### config.mk
export PLATFORM = sky130hd
export DESIGN_NAME = redirect_gen
export DESIGN_NICKNAME = d
export VERILOG_FILES = /design/src/rtl/redirect_gen_pkg.sv /design/src/rtl/redirect_ctrl.sv /design/src/rtl/redirect_datapath.sv /design/src/rtl/redirect_gen.sv
export SDC_FILE = /design/constraint.sdc
export NUM_CORES = 1
export LEC_CHECK = 0
export CORE_AREA = 2 2 174 176
export CTS_CLUSTER_SIZE = 28
export DETAILED_ROUTE_END_ITERATION = 8
export DIE_AREA = 0 0 176 178
export DONT_BUFFER_PORTS = 1
export PLACE_DENSITY = 0.37
export SYNTH_ARGS = -nofsm -noshare
export SYNTH_HDL_FRONTEND = slang
export SYNTH_SLANG_ARGS = --single-unit
### constraint.sdc
create_clock -name clk -period 5.8 [get_ports clk]
set_input_delay 0.58 -clock clk [delete_from_list [all_inputs] [get_ports clk]]
set_output_delay 0.58 -clock clk [all_outputs]
set_load 0.005 [all_outputs]
### src/rtl/redirect_gen_pkg.sv
package redirect_gen_pkg;
  // strobes from the selection control to the packet datapath
  typedef struct packed {
    logic fire;        // some slot produces a redirect this cycle
    logic branchSel;   // selected slot is a branch mispredict
    logic memSel;      // selected slot is a memory-order violation
    logic countTaken;  // selected branch had been predicted taken
  } redir_strobe_t;
endpackage

### src/rtl/redirect_ctrl.sv
module redirect_ctrl
  import redirect_gen_pkg::*;
#(
  parameter int GROUP_W = 4
) (
  input  logic [GROUP_W-1:0] slotValid,
  input  logic [GROUP_W-1:0] slotSquashed,
  input  logic [GROUP_W-1:0] slotMispred,
  input  logic [GROUP_W-1:0] slotPredTaken,
  input  logic               memViolation,
  output logic [GROUP_W-1:0] selOnehot,
  output redir_strobe_t      strobe
);
  logic [GROUP_W-1:0] eligible;
  logic [GROUP_W-1:0] cause;

  genvar gi;
  generate
    for (gi = 0; gi < GROUP_W; gi++) begin : g_cause
      assign eligible[gi] = slotValid[gi] & ~slotSquashed[gi];
      assign cause[gi]    = eligible[gi] & (slotMispred[gi] | memViolation);
    end
  endgenerate

  // lowest-index causing slot wins
  always_comb begin
    logic found;
    found     = 1'b0;
    selOnehot = '0;
    for (int i = 0; i < GROUP_W; i++) begin
      if (cause[i] && !found) begin
        selOnehot[i] = 1'b1;
        found        = 1'b1;
      end
    end
  end

  logic selMispred;
  logic selPredTaken;
  assign selMispred   = |(selOnehot & slotMispred);
  assign selPredTaken = |(selOnehot & slotPredTaken);

  always_comb begin
    strobe.fire       = |selOnehot;
    strobe.branchSel  = selMispred;
    strobe.memSel     = (|selOnehot) & ~selMispred;
    strobe.countTaken = selMispred & selPredTaken;
  end
endmodule

### src/rtl/redirect_datapath.sv
module redirect_datapath
  import redirect_gen_pkg::*;
#(
  parameter int GROUP_W    = 4,
  parameter int SEQ_W      = 16,
  parameter int PC_W       = 32,
  parameter int CNT_W      = 16,
  parameter int INST_BYTES = 4
) (
  input  logic                     clk,
  input  logic                     rst,
  input  logic [GROUP_W-1:0]       selOnehot,
  input  redir_strobe_t            strobe,
  input  logic [GROUP_W*SEQ_W-1:0] slotSeq,
  input  logic [GROUP_W*PC_W-1:0]  slotPc,
  input  logic [GROUP_W*PC_W-1:0]  slotTarget,
  output logic                     redirSquash,
  output logic [SEQ_W-1:0]         redirSeq,
  output logic [PC_W-1:0]          redirMispredPc,
  output logic [PC_W-1:0]          redirNextPc,
  output logic                     redirIsBranch,
  output logic                     redirTaken,
  output logic                     violationEvent,
  output logic [CNT_W-1:0]         memViolCount,
  output logic [CNT_W-1:0]         takenMispredCount
);
  localparam logic [PC_W-1:0] PC_STEP = PC_W'(INST_BYTES);

  logic [SEQ_W-1:0] selSeq;
  logic [PC_W-1:0]  selPc;
  logic [PC_W-1:0]  selTarget;
  logic             actualTaken;

  // AND-OR mux over the one-hot select
  always_comb begin
    selSeq    = '0;
    selPc     = '0;
    selTarget = '0;
    for (int i = 0; i < GROUP_W; i++) begin
      if (selOnehot[i]) begin
        selSeq    = selSeq    | slotSeq[i*SEQ_W +: SEQ_W];
        selPc     = selPc     | slotPc[i*PC_W +: PC_W];
        selTarget = selTarget | slotTarget[i*PC_W +: PC_W];
      end
    end
  end

  assign actualTaken = (selTarget != (selPc + PC_STEP));

  always_ff @(posedge clk) begin
    if (rst) begin
      redirSquash       <= 1'b0;
      redirSeq          <= '0;
      redirMispredPc    <= '0;
      redirNextPc       <= '0;
      redirIsBranch     <= 1'b0;
      redirTaken        <= 1'b0;
      violationEvent    <= 1'b0;
      memViolCount      <= '0;
      takenMispredCount <= '0;
    end else begin
      redirSquash    <= strobe.fire;
      redirSeq       <= strobe.fire ? selSeq : '0;
      redirNextPc    <= strobe.fire ? selTarget : '0;
      redirMispredPc <= strobe.branchSel ? selPc : '0;
      redirIsBranch  <= strobe.branchSel;
      redirTaken     <= strobe.branchSel & actualTaken;
      violationEvent <= strobe.memSel;
      if (strobe.memSel)     memViolCount      <= memViolCount + 1'b1;
      if (strobe.countTaken) takenMispredCount <= takenMispredCount + 1'b1;
    end
  end
endmodule

### src/rtl/redirect_gen.sv
module redirect_gen
  import redirect_gen_pkg::*;
#(
  parameter int GROUP_W    = 4,
  parameter int SEQ_W      = 16,
  parameter int PC_W       = 32,
  parameter int CNT_W      = 16,
  parameter int INST_BYTES = 4
) (
  input  logic                     clk,
  input  logic                     rst,
  input  logic [GROUP_W-1:0]       slotValid,
  input  logic [GROUP_W-1:0]       slotSquashed,
  input  logic [GROUP_W-1:0]       slotMispred,
  input  logic [GROUP_W-1:0]       slotPredTaken,
  input  logic [GROUP_W*SEQ_W-1:0] slotSeq,
  input  logic [GROUP_W*PC_W-1:0]  slotPc,
  input  logic [GROUP_W*PC_W-1:0]  slotTarget,
  input  logic                     memViolation,
  output logic                     redirSquash,
  output logic [SEQ_W-1:0]         redirSeq,
  output logic [PC_W-1:0]          redirMispredPc,
  output logic [PC_W-1:0]          redirNextPc,
  output logic                     redirIsBranch,
  output logic                     redirTaken,
  output logic                     violationEvent,
  output logic [CNT_W-1:0]         memViolCount,
  output logic [CNT_W-1:0]         takenMispredCount
);
  logic [GROUP_W-1:0] selOnehot;
  redir_strobe_t      strobe;

  redirect_ctrl #(.GROUP_W(GROUP_W)) u_ctrl (
    .slotValid    (slotValid),
    .slotSquashed (slotSquashed),
    .slotMispred  (slotMispred),
    .slotPredTaken(slotPredTaken),
    .memViolation (memViolation),
    .selOnehot    (selOnehot),
    .strobe       (strobe)
  );

  redirect_datapath #(
    .GROUP_W(GROUP_W), .SEQ_W(SEQ_W), .PC_W(PC_W),
    .CNT_W(CNT_W), .INST_BYTES(INST_BYTES)
  ) u_dp (
    .clk              (clk),
    .rst              (rst),
    .selOnehot        (selOnehot),
    .strobe           (strobe),
    .slotSeq          (slotSeq),
    .slotPc           (slotPc),
    .slotTarget       (slotTarget),
    .redirSquash      (redirSquash),
    .redirSeq         (redirSeq),
    .redirMispredPc   (redirMispredPc),
    .redirNextPc      (redirNextPc),
    .redirIsBranch    (redirIsBranch),
    .redirTaken       (redirTaken),
    .violationEvent   (violationEvent),
    .memViolCount     (memViolCount),
    .takenMispredCount(takenMispredCount)
  );
endmodule

==> results_dict.tcl, run 1 <==
set metrics [dict create \
    grt_max_degree 46 \
    r2r_start "u_dp.takenMispredCount[2]$_SDFFE_PP0P_" \
    io_buffers 0 \
    drtPass1Iterations 5 \
    synth_edf_count 0 \
    overflow 0 \
    synth_top_family_by_area "compound AO/OA/AOI/OAI gates" \
    pre_cts_slack_ps 915 \
    routedWlPerCell_um 27.1 \
    power.leakage_uw 0.00283 \
    clkTransAtPathRegs_ps 60 \
    post_cts_resized 0 \
    syn_nets 1262 \
    startpoint_type "input pin" \
    power.density_nw_per_um2 300 \
    ir_drop_mv 0.202 \
    avgSynthCellArea_um2 8.10 \
    finalWirelength_um 35000 \
    drc_errors 0 \
    period_needed_ps 4430 \
    rsz0062_at_grt "no" \
    start_util_pct 25.3 \
    maxCapViolCount 0 \
    synthMuxAreaShare_pct 0.840 \
    gp_congestion 0.898 \
    grt_usage_pct 21.4 \
    numClockSinks 116 \
    die_y_um 178 \
    worst_slew_pin_slew_ps 1060 \
    finalMaxSlewViolations 0 \
    fillers 3183 \
    crit_type "in2reg" \
    drtIter0Drc 587 \
    synth_simple_gate_area_share_pct 22.7 \
    vias 7429 \
    end_kind "register" \
    synthDistinctLibCells 82 \
    synth_xor_area_share_pct 7.05 \
    die-area_um2 31300 \
    finalHoldViolations 0 \
    area_growth_pct 13.0 \
    grt_pass1_wl_um 49000 \
    async_reset_ff_share_pct 0 \
    path_max_fanout 23 \
    crit_arrival_ps 4730 \
    fmax_ghz 0.226 \
    finClkSkew_ps 2.96 \
    cts_root_buffer "clkbuf_16" \
    worst_slack_ps 1370 \
    synth_cells 920 \
    cts-htree-levels 4 \
    cp-startpoint "slotSquashed[1]" \
    dp_hpwl_um 28300 \
    finalCritPeriodShare_pct 76.4 \
    min_from "rst" \
    clk_latency_ps 410 \
    ys_warn_count 0 \
    io_pins 455 \
    placed_area_um2 7760 \
    rows 63 \
    hold_path.class "in2reg" \
    syn_area_um2 7450 \
    numCtsBuffers 17 \
    stdcell_area_um2 8420 \
    nets 1227 \
    required_ps 6100 \
    synth_compound_area_share_pct 32.2 \
    tns_ps 0 \
    core_um2 29400 \
    grt_pass1_vias 7216 \
    synth-main-ff-cell "dfxtp_1" \
    hold_depth 1 \
    cts_tree "yes" \
    status "finished clean" \
    maxSlewHeadroom_pct 29.7 \
    seq_area_frac_synth_pct 31.2 \
    setup_viol 0 \
    drt-vias-per-instance 5.76 \
    hold_buffers 0 \
    clk_path_buf_depth 2 \
    r2r_cells 6 \
    ant_nets 0 \
    synth-seq-cells 116 \
    die_w_um 176 \
    synth_fa_ha_area_share_pct 0.504 \
    post_cts_buffers 0 \
    antenna_found_initial 1 \
    drive_gt1_share_pct 9.35 \
]
## state kept, by name, summed over array words and instances, names as in the netlist
register and count:
u_dp.redirMispredPc 32, u_dp.redirSeq 16, u_dp.redirTaken 1, u_dp.redirIsBranch 1, u_dp.takenMispredCount 16, u_dp.memViolCount 16, u_dp.redirNextPc 32, u_dp.redirSquash 1
u_dp.violationEvent 1
## per-stage QoR
stage | power (uW) | hold slack [ps] | cells | utilization, %
2_1_floorplan | 1220 | 483 | 920 | -
3_3_place_gp | 1360 | 504 | 1256 | 26.4
3_5_place_dp | 1360 | 514 | 1256 | 26.4
4_1_cts | 2570 | 203 | 1288 | 28.6
5_1_grt | 2650 | 203 | 1288 | 28.6
6_report | 2520 | 235 | 1290 | 28.6
## path summary, 6_finish.rpt
kind                                                                end  slack, ps
worst max-delay path                         u_dp.redirTaken$_SDFF_PP0_       1370
worst min-delay path                  u_dp.memViolCount[0]$_SDFFE_PP0P_        240
worst max register to register  u_dp.takenMispredCount[15]$_SDFFE_PP0P_       4100
worst min register to register        u_dp.memViolCount[5]$_SDFFE_PP0P_        520
## logic make-up after synthesis
family / after synthesis
and+or+nand+nor: 350
xor gates and xnor gates: 60
DFF: 116
AOI/OAI and AO/OA: 301
adders and majority gates: 3
buffers and inverters: 84
muxes: 6
## per-layer routing
metal	share of wire, %	up-vias	GRT usage, %
met5	0	-	0
met4	0.94	0	4.51
met3	7.7	20	6.18
met2	48	358	36.4
met1	43	3596	26.9
li1	-	3455	-
## cell usage after synthesis (4+ instances only)
cell type,count,area (um2)
and3_1,18,113
buf_1,14,52.6
a22oi_1,38,285
nor2b_1,7,43.8
o211ai_1,10,75.1
nor2_1,191,717
nand4_1,9,56.3
a221oi_1,53,464
dfxtp_1,116,2320
nand4b_1,6,52.6
a21oi_1,37,185
o22ai_1,8,50.1
xnor2_1,33,289
nand2b_1,5,31.3
or3_1,7,43.8
buf_2,27,135
o2111ai_1,25,219
a32oi_1,22,193
buf_4,5,37.5
nand3_1,21,105
a2bb2oi_1,33,289
o21ai_0,12,60.1
xor2_1,27,236
and2_1,6,37.5
mux2i_1,4,40.0
nor3_1,12,60.1
buf_6,6,67.6
nand2_1,33,124
a22o_1,7,61.3
a31oi_1,7,43.8
nor4_1,7,43.8
inv_1,6,22.5
clkbuf_1,26,97.6
o2bb2ai_1,6,52.6
## layout by cell type (no fill, tap or decap), types with 12 or more instances in the layout
master	instances
and3_1	17
clkbuf_16	17
dfxtp_1	116
a22oi_1	38
nor3_1	12
nand2_1	33
a32oi_1	22
o2111ai_1	25
nand3_1	21
a221oi_1	53
xor2_1	27
a21oi_1	37
o21ai_0	12
nor2_1	188
xnor2_1	33
a2bb2oi_1	33
buf_4	24
## layout make-up
type                       count  area [um2]  area share, %
clock inverter                12         203           2.41
inverter                       6        22.5          0.267
sequential                   116        2320           27.6
clock buffer                  20         457           5.42
tap                          390         488           5.79
multi-input combinational    720        4740           56.3
timing repair buffer          24         180           2.14
antenna                        2        5.00         0.0594
## worst max-delay path, stage by stage
cell,delay [ps]
nand2b_1,310
buf_4,310
nor2_4,550
a221oi_1,260
a21o_1,240
inv_1,50
ha_1,310
o221ai_4,190
nor4_4,410
nand3_2,310
nor4_1,350
nor3_1,110
nor4_1,360
nand4_1,140
o31a_1,250
## where the power goes
group	switching [uW]	internal (uW)	total, uW
sequential	26.5	830	857
combinational	306	181	487
clock	395	786	1180
(Power assumes the default switching activity.)
==> run 2, diff against run 1 <==
--- a/config.mk
+++ b/config.mk
@@ -10,7 +10,7 @@
 export DETAILED_ROUTE_END_ITERATION = 8
 export DIE_AREA = 0 0 176 178
 export DONT_BUFFER_PORTS = 1
-export PLACE_DENSITY = 0.37
+export PLACE_DENSITY = 0.38
 export SYNTH_ARGS = -nofsm -noshare
 export SYNTH_HDL_FRONTEND = slang
 export SYNTH_SLANG_ARGS = --single-unit
==> constraint.sdc (replaced) <==
create_clock -name clk -period 3.9 [get_ports clk]
set_input_delay 0.39 -clock clk [delete_from_list [all_inputs] [get_ports clk]]
set_output_delay 0.39 -clock clk [all_outputs]
set_load 0.005 [all_outputs]
==> results_dict.tcl, run 2 (same netlist as run 1, synthesis figures left out) <==
set metrics [dict create \
    cts_tree "yes" \
    crit_type "in2reg" \
    hold_buffers 0 \
    path_max_fanout 57 \
    drive_gt1_share_pct 13.6 \
    setup_viol 0 \
    io_pins 455 \
    overflow 0 \
    clk_latency_ps 420 \
    nets 1271 \
    grt_pass1_vias 7241 \
    die-area_um2 31300 \
    dr_wl_met2_um 16700 \
    timing.hold.ws_ps 30.5 \
    power.leakage_uw 0.00299 \
    antenna_found_initial 2 \
    final_common_cell "nor2_1" \
    crit_top_cell "nor4_1" \
    die_w_um 176 \
    final_cell_mix "nor2_1, dfxtp_1, buf_4" \
    io_buffers 0 \
    r2r_start "u_dp.memViolCount[3]$_SDFFE_PP0P_" \
    crit_arrival_ps 3550 \
    critPathBufInv 1 \
    r2r_cells 7 \
    cts_root_buffer "clkbuf_16" \
    wl_met1_um 15200 \
    cp.depth 12 \
    fmax_ghz 0.309 \
    grt_max_degree 58 \
    rsz0062_at_grt "no" \
    top_layer "met5" \
    maxCapViolCount 0 \
    crit_path_cell_trace "or2_1 > nand2_4 > and3_4 > buf_12 > a2bb2oi_1 > nor3_4 > nand3_2 > nor4_1 > nor3_1 > nor4_1 > nand4_1 > o31a_1" \
    status "finished clean" \
    clk_path_buf_depth 2 \
    multiInputGateArea_um2 4760 \
    cp-startpoint "memViolation" \
    vias 7546 \
    startpoint_type "input pin" \
    swShare_pct 31.2 \
    routedWlPerCell_um 26.4 \
    regArea_um2 2320 \
    worst_slew_pin_slew_ps 670 \
    pre_cts_slack_ps 198 \
    top_regs "u_dp.redirMispredPc: 32 flops, u_dp.redirNextPc: 32 flops" \
    fillers 3165 \
    area_growth_pct 16.8 \
    finalHoldViolations 0 \
    grt_pass1_wl_um 48800 \
    finalMaxSlewViolations 0 \
    wl_met3_um 2530 \
    finalCritPeriodShare_pct 82.9 \
    drc_errors 0 \
    maxSlewHeadroom_pct 55.2 \
    end_kind "register" \
    critPathMaxStageDelay_ps 370 \
    numCtsBuffers 17 \
    dp_hpwl_um 28800 \
    finClkSkew_ps 3.97 \
    power.combinational.fraction_pct 22.1 \
    die_y_um 178 \
    drtIter0Drc 524 \
    cts-htree-levels 4 \
    drt-vias-per-instance 5.67 \
    power.density_nw_per_um2 408 \
    post_cts_resized 0 \
    tns_ps 0 \
    post_cts_buffers 0 \
    cp_top_family "simple AND/OR/NAND/NOR gates" \
    finalWirelength_um 35200 \
    critPathSlowestCell "and3_4" \
    drtPass1Iterations 5 \
    required_ps 4220 \
    switchingPower_uw 1110 \
    numClockSinks 116 \
    rows 63 \
    grt_usage_pct 21.5 \
    start_util_pct 25.3 \
    clkPwrFrac_pct 42.0 \
    p_int_uw 2440 \
    seqPwrFrac_pct 35.9 \
    hold_depth 1 \
    gp_congestion 0.914 \
    final_util_pct 29.6 \
    worst_slack_ps 666 \
    period_needed_ps 3230 \
    min_from "rst" \
    ir_drop_mv 0.278 \
    clkTransAtPathRegs_ps 60 \
    core_um2 29400 \
    hold_path.class "in2reg" \
    ant_nets 0 \
]
## run 2: changes by cell type in the layout (fill, tap and decap cells not counted), sizes merged
| cell | previous run | this run |
|---|---|---|
| inv | 6 | 8 |
| clkinvlp | 1 | 6 |
| clkbuf | 20 | 19 |
| buf | 24 | 68 |
| clkinv | 6 | 3 |
| bufinv | 5 | 1 |
| diode | 2 | 1 |
## run 2: area by class of cell
class | instances | share of cell area, %
diodes | 1 | 0.0288
clock buffers | 19 | 5.09
clock inverters | 12 | 1.24
inverters | 6 | 0.259
multi-input cells | 720 | 54.7
flip-flops and latches | 116 | 26.7
well taps | 390 | 5.61
repair buffers | 68 | 6.44
## run 2: final timing paths
kind / slack [ps] / end
min reg2reg: 530 / u_dp.memViolCount[7]$_SDFFE_PP0P_
min: 30 / u_dp.memViolCount[13]$_SDFFE_PP0P_
max: 670 / u_dp.redirTaken$_SDFF_PP0_
max reg2reg: 2170 / u_dp.memViolCount[13]$_SDFFE_PP0P_
## run 2: power groups by stage
| stage | combinational, uW | sequential [uW] | clock (uW) |
|---|---|---|---|
| after detailed placement | 787 | 1300 | 0 |
| after floorplan | 542 | 1280 | 0 |
| after global placement | 788 | 1300 | 0 |
| after CTS | 790 | 1280 | 1530 |
| final | 786 | 1270 | 1490 |
| after global routing | 860 | 1280 | 1600 |
## run 2: per-layer routing
metal	up-vias	GRT usage, %
met1	3601	26.7
li1	3541	-
met2	359	35.8
met3	43	6.42
met5	-	0
met4	2	6.44
## run 2: per-stage QoR
step	cells	power, uW	cell area [um2]
3_3_place_gp	1300	2090	8150
4_1_cts	1331	3600	8700
2_1_floorplan	920	1820	7470
5_1_grt	1331	3730	8700
6_report	1332	3550	8700
3_5_place_dp	1300	2090	8150
## run 2: worst reg2reg max path, cell delays in order (launching register included)
cell	delay (ps)
dfxtp_1	450
and3_1	230
and3_1	260
nand4_1	110
nor2_1	240
nand3_1	130
xor2_1	150
nor2_1	50
